<file path="src/rtl/scl_timing_pkg.sv">
package scl_timing_pkg;

  typedef enum logic [1:0] {
    ST_IDLE = 2'd0,
    ST_LOW  = 2'd1,
    ST_HIGH = 2'd2
  } gen_state_e;

  // Terminal prescaler count for exponent b: 2^b - 1.
  function automatic logic [31:0] base_limit(logic [31:0] b);
    return (32'd1 << b) - 32'd1;
  endfunction

endpackage

</file>
<file path="src/rtl/scl_field_decode.sv">
module scl_field_decode #(
  parameter int WORD_W   = 32,
  parameter int BASE_W   = 4,
  parameter int FIELD_W  = 4,
  parameter int BASE_LSB = 0,
  parameter int LOW_LSB  = 12,
  parameter int HIGH_LSB = 16
) (
  input  logic               clk,
  input  logic               rst_n,
  input  logic               clr,
  input  logic               load,
  input  logic [WORD_W-1:0]  word,
  output logic [BASE_W-1:0]  base_q,
  output logic [FIELD_W-1:0] low_q,
  output logic [FIELD_W-1:0] high_q
);

  logic [BASE_W-1:0]  base_d;
  logic [FIELD_W-1:0] low_d;
  logic [FIELD_W-1:0] high_d;

  assign base_d = BASE_W'(word >> BASE_LSB);
  assign low_d  = FIELD_W'(word >> LOW_LSB);
  assign high_d = FIELD_W'(word >> HIGH_LSB);

  always_ff @(posedge clk or negedge rst_n) begin
    if (!rst_n) begin
      base_q <= '0;
      low_q  <= '0;
      high_q <= '0;
    end else if (clr) begin
      base_q <= '0;
      low_q  <= '0;
      high_q <= '0;
    end else if (load) begin
      base_q <= base_d;
      low_q  <= low_d;
      high_q <= high_d;
    end
  end

endmodule

</file>
<file path="src/rtl/scl_prescaler.sv">
module scl_prescaler #(
  parameter int BASE_W  = 4,
  parameter int PRESC_W = 15
) (
  input  logic              clk,
  input  logic              rst_n,
  input  logic              clr,
  input  logic              adv,
  input  logic [BASE_W-1:0] base,
  output logic              tick
);

  logic [PRESC_W-1:0] cnt_q;
  logic [PRESC_W-1:0] limit;

  assign limit = PRESC_W'(scl_timing_pkg::base_limit(32'(base)));
  assign tick  = adv && (cnt_q == limit);

  always_ff @(posedge clk or negedge rst_n) begin
    if (!rst_n)     cnt_q <= '0;
    else if (clr)   cnt_q <= '0;
    else if (tick)  cnt_q <= '0;
    else if (adv)   cnt_q <= cnt_q + PRESC_W'(1);
  end

endmodule

</file>
<file path="src/rtl/scl_phase_counter.sv">
module scl_phase_counter #(
  parameter int FIELD_W = 4
) (
  input  logic               clk,
  input  logic               rst_n,
  input  logic               clr,
  input  logic               adv,
  input  logic [FIELD_W-1:0] limit,
  output logic               done
);

  logic [FIELD_W-1:0] cnt_q;

  assign done = adv && (cnt_q == limit);

  always_ff @(posedge clk or negedge rst_n) begin
    if (!rst_n)     cnt_q <= '0;
    else if (clr)   cnt_q <= '0;
    else if (done)  cnt_q <= '0;
    else if (adv)   cnt_q <= cnt_q + FIELD_W'(1);
  end

endmodule

</file>
<file path="src/rtl/scl_timing_gen.sv">
module scl_timing_gen
  import scl_timing_pkg::*;
#(
  parameter int WORD_W   = 32,
  parameter int BASE_W   = 4,
  parameter int FIELD_W  = 4,
  parameter int BASE_LSB = 0,
  parameter int LOW_LSB  = 12,
  parameter int HIGH_LSB = 16
) (
  input  logic              clk,
  input  logic              rst_n,
  input  logic              enable,
  input  logic              run,
  input  logic [WORD_W-1:0] timing_word,
  input  logic              scl_in,
  output logic              scl_pull_low,
  output logic              rise_tick,
  output logic              fall_tick,
  output logic              stretching
);

  localparam int PRESC_W = (1 << BASE_W) - 1;

  gen_state_e         state_q, state_d;
  logic               seen_high_q;
  logic               go, in_low, in_high, start_ev;
  logic               high_run, presc_adv, cnt_clr;
  logic               presc_tick, phase_end;
  logic               gen_active;
  logic [BASE_W-1:0]  cfg_base_q;
  logic [FIELD_W-1:0] cfg_low_q, cfg_high_q, phase_limit;

  assign go         = enable && run;
  assign in_low     = (state_q == ST_LOW);
  assign in_high    = (state_q == ST_HIGH);
  assign gen_active = (state_q != ST_IDLE);
  assign start_ev   = go && !gen_active;
  assign high_run   = in_high && (scl_in || seen_high_q);
  assign presc_adv  = in_low || high_run;
  assign cnt_clr    = !go || !gen_active;
  assign phase_limit = in_high ? cfg_high_q : cfg_low_q;

  scl_field_decode #(
    .WORD_W(WORD_W), .BASE_W(BASE_W), .FIELD_W(FIELD_W),
    .BASE_LSB(BASE_LSB), .LOW_LSB(LOW_LSB), .HIGH_LSB(HIGH_LSB)
  ) u_decode (
    .clk(clk), .rst_n(rst_n), .clr(!enable), .load(start_ev),
    .word(timing_word), .base_q(cfg_base_q), .low_q(cfg_low_q), .high_q(cfg_high_q)
  );

  scl_prescaler #(.BASE_W(BASE_W), .PRESC_W(PRESC_W)) u_presc (
    .clk(clk), .rst_n(rst_n), .clr(cnt_clr), .adv(presc_adv),
    .base(cfg_base_q), .tick(presc_tick)
  );

  scl_phase_counter #(.FIELD_W(FIELD_W)) u_phase (
    .clk(clk), .rst_n(rst_n), .clr(cnt_clr), .adv(presc_tick),
    .limit(phase_limit), .done(phase_end)
  );

  assign rise_tick    = in_low && phase_end;
  assign fall_tick    = in_high && phase_end;
  assign stretching   = in_high && !scl_in && !seen_high_q;
  assign scl_pull_low = in_low;

  always_comb begin
    state_d = state_q;
    if (!go) begin
      state_d = ST_IDLE;
    end else begin
      unique case (state_q)
        ST_IDLE: state_d = ST_LOW;
        ST_LOW:  if (rise_tick) state_d = ST_HIGH;
        ST_HIGH: if (fall_tick) state_d = ST_LOW;
        default: state_d = ST_IDLE;
      endcase
    end
  end

  always_ff @(posedge clk or negedge rst_n) begin
    if (!rst_n) begin
      state_q     <= ST_IDLE;
      seen_high_q <= 1'b0;
    end else begin
      state_q <= state_d;
      if (!go || fall_tick)        seen_high_q <= 1'b0;
      else if (in_high && scl_in)  seen_high_q <= 1'b1;
    end
  end

endmodule

</file>
<file path="config.mk">
export PLATFORM = sky130hd
export DESIGN_NAME = scl_timing_gen
export DESIGN_NICKNAME = d
export VERILOG_FILES = /design/src/rtl/scl_timing_pkg.sv /design/src/rtl/scl_field_decode.sv /design/src/rtl/scl_prescaler.sv /design/src/rtl/scl_phase_counter.sv /design/src/rtl/scl_timing_gen.sv
export SDC_FILE = /design/constraint.sdc
export NUM_CORES = 1
export LEC_CHECK = 0
export CAP_MARGIN = 20
export CORE_UTILIZATION = 45
export CTS_CLUSTER_DIAMETER = 150
export DETAILED_ROUTE_END_ITERATION = 10
export DONT_BUFFER_PORTS = 1
export PLACE_DENSITY = 0.67
export SYNTH_ARGS = -nofsm -noshare
export SYNTH_HDL_FRONTEND = slang
export SYNTH_HIERARCHICAL = 1
export SYNTH_SLANG_ARGS = --single-unit
</file>
<file path="constraint.sdc">
create_clock -name clk -period 4 [get_ports clk]
set_clock_uncertainty 0.05 [all_clocks]
set_input_delay 0.4 -clock clk [delete_from_list [all_inputs] [get_ports clk]]
set_output_delay 0.4 -clock clk [all_outputs]
set_load 0.01 [all_outputs]
</file>
==> flow_metrics.env <==
export IMPL_syn_area_um2=2534
export IMPL_max_cap_viol_count=0
export IMPL_clock_path_buffers=2
export IMPL_htreeDepth=2
export IMPL_vias_per_cell=5.816
export IMPL_first_global_vias=1971
export IMPL_hp_start="timing_word[3]"
export IMPL_grt_first_pass_wirelength_mm=9.439
export IMPL_hold_viol=0
export IMPL_slew_violations=0
export IMPL_hpwlAfterDp_mm=3.950
export IMPL_critPathTopFamily="simple AND/OR/NAND/NOR gates"
export IMPL_final_area_um2=2738
export IMPL_std_cell_rows=26
export IMPL_synth_edf_count=0
export IMPL_synth_top_cells_by_area="dfrtp_1 34%, mux2i_1 5.1%, nand3_1 3.4%"
export IMPL_crit_path_start="u_decode/base_q[1]$_DFFE_PN0P_"
export IMPL_synthCells=287
export IMPL_dp_cells=346
export IMPL_antenna_left=0
export IMPL_yosysTopAreaCellShare_pct=33.58
export IMPL_setup_tns_ns=0
export IMPL_critPathRequiredTime_ns=3.55
export IMPL_antenna_found_initial=0
export IMPL_endpoint_kind="primary output"
export IMPL_cpMostUsedCell="inv_1"
export IMPL_crit_path_start_kind="register"
export IMPL_dieHeight_um=77.04
export IMPL_async_flop_share_pct=100.0
export IMPL_start_util_pct=48.08
export IMPL_grt_max_degree=35
export IMPL_firstDrtPassIters=4
export IMPL_cp_arrival_ns=3.36
export IMPL_path_clk_slew_ns=0.07
export IMPL_critPathMaxFanout=14
export IMPL_r2r_start="u_decode/base_q[1]$_DFFE_PN0P_"
export IMPL_gp_congestion=0.8049
export IMPL_portBuffers=0
export IMPL_diodes=0
export IMPL_wl_per_cell_um=15.54
export IMPL_nets=327
export IMPL_ys_flop_type="dfrtp_1"
export IMPL_rsz0062_at_grt="false"
export IMPL_max_slew_margin_pct=52.93
export IMPL_ys_types=62
export IMPL_path_buf_inv=2
export IMPL_max_freq_ghz=0.2623
export IMPL_drive_above_1_share_pct=14.93
export IMPL_syn_to_final_growth_pct=8.050
export IMPL_worst_slew_pin_slew_ns=0.7034
export IMPL_root_buffer="clkbuf_8"
export IMPL_drt_initial_drc_count=160
export IMPL_path_cells="or4b_2 -> ha_2 -> and4b_1 -> o21ai_1 -> nand3_1 -> a211oi_2 -> and3_1 -> inv_1 -> nor2_2 -> nand3b_1 -> inv_1"
export IMPL_fin_crit_sh_pct=95.33
export IMPL_drc_errors=0
export IMPL_cts_buffers=5
export IMPL_ys_seq_area_share_pct=33.58
export IMPL_wirelength_mm=5.563
export IMPL_status="completed"
export IMPL_cpPeakStageDelay_ns=0.70
export IMPL_synth_seq_cells=34
export IMPL_cts_sinks=34
export IMPL_clk_latency_ns=0.28
export IMPL_yosysWarnings=6
export IMPL_dpl_cell_area_um2=2581
export IMPL_syn_area_per_cell_um2=8.828
export IMPL_dp_slack_ns=0.1824
export IMPL_grt_use_total_pct=20.05
export IMPL_setup_viol=0
export IMPL_core_um2=5270
export IMPL_io_pins=41
export IMPL_peakVddDrop_uv=217.9
export IMPL_grt_overflow_total=0
export IMPL_route_vias_total=2082
export IMPL_synth_top_area_cell="dfrtp_1"
export IMPL_path_class="reg -> out"
export IMPL_die_w_um=77.04
export IMPL_fillers=497
export IMPL_power_static_leakage_nw=1.100
export IMPL_cts_tree="yes"
export IMPL_p_per_area_nw_per_um2=275.1
export IMPL_layout_setup_ws_ns=0.1869
export IMPL_period_minus_slack_ns=3.813
export IMPL_holdCritPathClass="in -> reg"
export IMPL_cp_slowest_cell="or4b_2"
export IMPL_stdcell_count=358
export IMPL_synth_net_count=327
export IMPL_die_area_um2=5934
layout make-up:
type                            instances  area, um2  area share (%)
Tap cell                               70      87.58           3.199
Sequential cell                        34      850.8           31.08
Inverter                               11      41.29           1.508
Clock buffer                            7      86.33           3.154
Timing Repair Buffer                   14      123.9           4.525
Multi-Input combinational cell        221       1543           56.35
Clock inverter                          1      5.005          0.1828
power breakdown:
group	leakage, nW	internal [mW]	switching [mW]
Clock	0.0482	0.139	0.127
Combinational	0.581	0.0574	0.0739
Sequential	0.470	0.350	0.00662
synth_stat cells (5+ instances only):
library cell	count
dfrtp_1	34
o31ai_1	11
clkbuf_1	7
nor2_1	22
buf_2	6
mux2i_1	13
xor2_1	6
xnor2_1	6
nor3_1	8
a31oi_1	12
nand2_1	19
o21ai_0	6
o211ai_1	5
inv_1	11
a21oi_1	10
and2_1	13
nand3_1	17
and3_1	5
worst paths after layout:
kind                                                        to  slack (ns)  cells past startpoint
worst max register to register          state_q[1]$_DFFE_PN0P_        0.37                     12
worst max-delay path                                 rise_tick        0.19                     11
max in group asynchronous       u_decode/high_q[0]$_DFFE_PN0P_        3.18                      2
worst min register to register   u_decode/low_q[3]$_DFFE_PN0P_        0.48                      2
worst min-delay path            u_decode/base_q[3]$_DFFE_PN0P_        0.23                      2
min in group asynchronous         u_presc/cnt_q[1]$_DFFE_PN0P_        0.55                      2
sequential cells by signal, summed over array words and instances (netlist names):
| register | cells |
|---|---|
| u_presc/cnt_q | 15 |
| u_decode/base_q | 4 |
| u_decode/high_q | 4 |
| u_decode/low_q | 4 |
| u_phase/cnt_q | 4 |
| state_q | 2 |
| seen_high_q | 1 |
cells in the final DEF, fill, tap and decap left out, types with 5 or more instances in the layout:
cell type / synthesis / layout
buf_4: 4 / 11
nand3_1: 17 / 17
xnor2_1: 6 / 6
mux2i_1: 13 / 13
a21oi_1: 10 / 10
o31ai_1: 11 / 11
nor3_1: 8 / 6
and2_1: 13 / 13
dfrtp_1: 34 / 34
o211ai_1: 5 / 5
inv_1: 11 / 11
nand2_1: 19 / 19
and3_1: 5 / 5
clkbuf_8: 0 / 6
nor2_1: 22 / 21
xor2_1: 6 / 6
o21ai_0: 6 / 5
a31oi_1: 12 / 12
timing repair:
| item | CTS | global route |
|---|---|---|
| setup buffers | 0 | 2 |
| pin swaps | 0 | 2 |
| resized for setup | 3 | 3 |
| hold buffers | 2 | 0 |
| endpoints found under the setup margin | 2 | 2 |
| endpoints found under the hold margin | 34 | 0 |
cell families after synthesis:
family / count (synthesis) / synth area share (%)
buffers and inverters: 32 / 6.519
AND/OR/NAND/NOR: 124 / 28.20
adder cells (fa/ha/maj): 3 / 1.482
flip-flops: 34 / 33.58
AO/OA/AOI/OAI: 65 / 18.57
multiplexers: 17 / 7.506
XOR/XNOR: 12 / 4.148
metal layers:
metal	vias up	routed length (um)	global-route usage (%)	share of wire (%)
met5	-	0	0	0
li1	1059	-	-	-
met1	981	2692	26.10	48
met2	33	2610	32.95	47
met3	9	138	2.857	2.5
met4	0	121	8.868	2.2
through the flow:
step           utilization, %  hold WS, ns  power [mW]
4_1_cts                 51.47       0.2171      0.7560
3_3_place_gp            48.77      0.05501      0.4706
6_report                51.95       0.2278      0.7532
2_1_floorplan               -      0.05441      0.4527
5_1_grt                 51.95       0.2133      0.7874
3_5_place_dp            48.98      0.05508      0.4732
No activity file was read; power rests on OpenSTA's default activity.
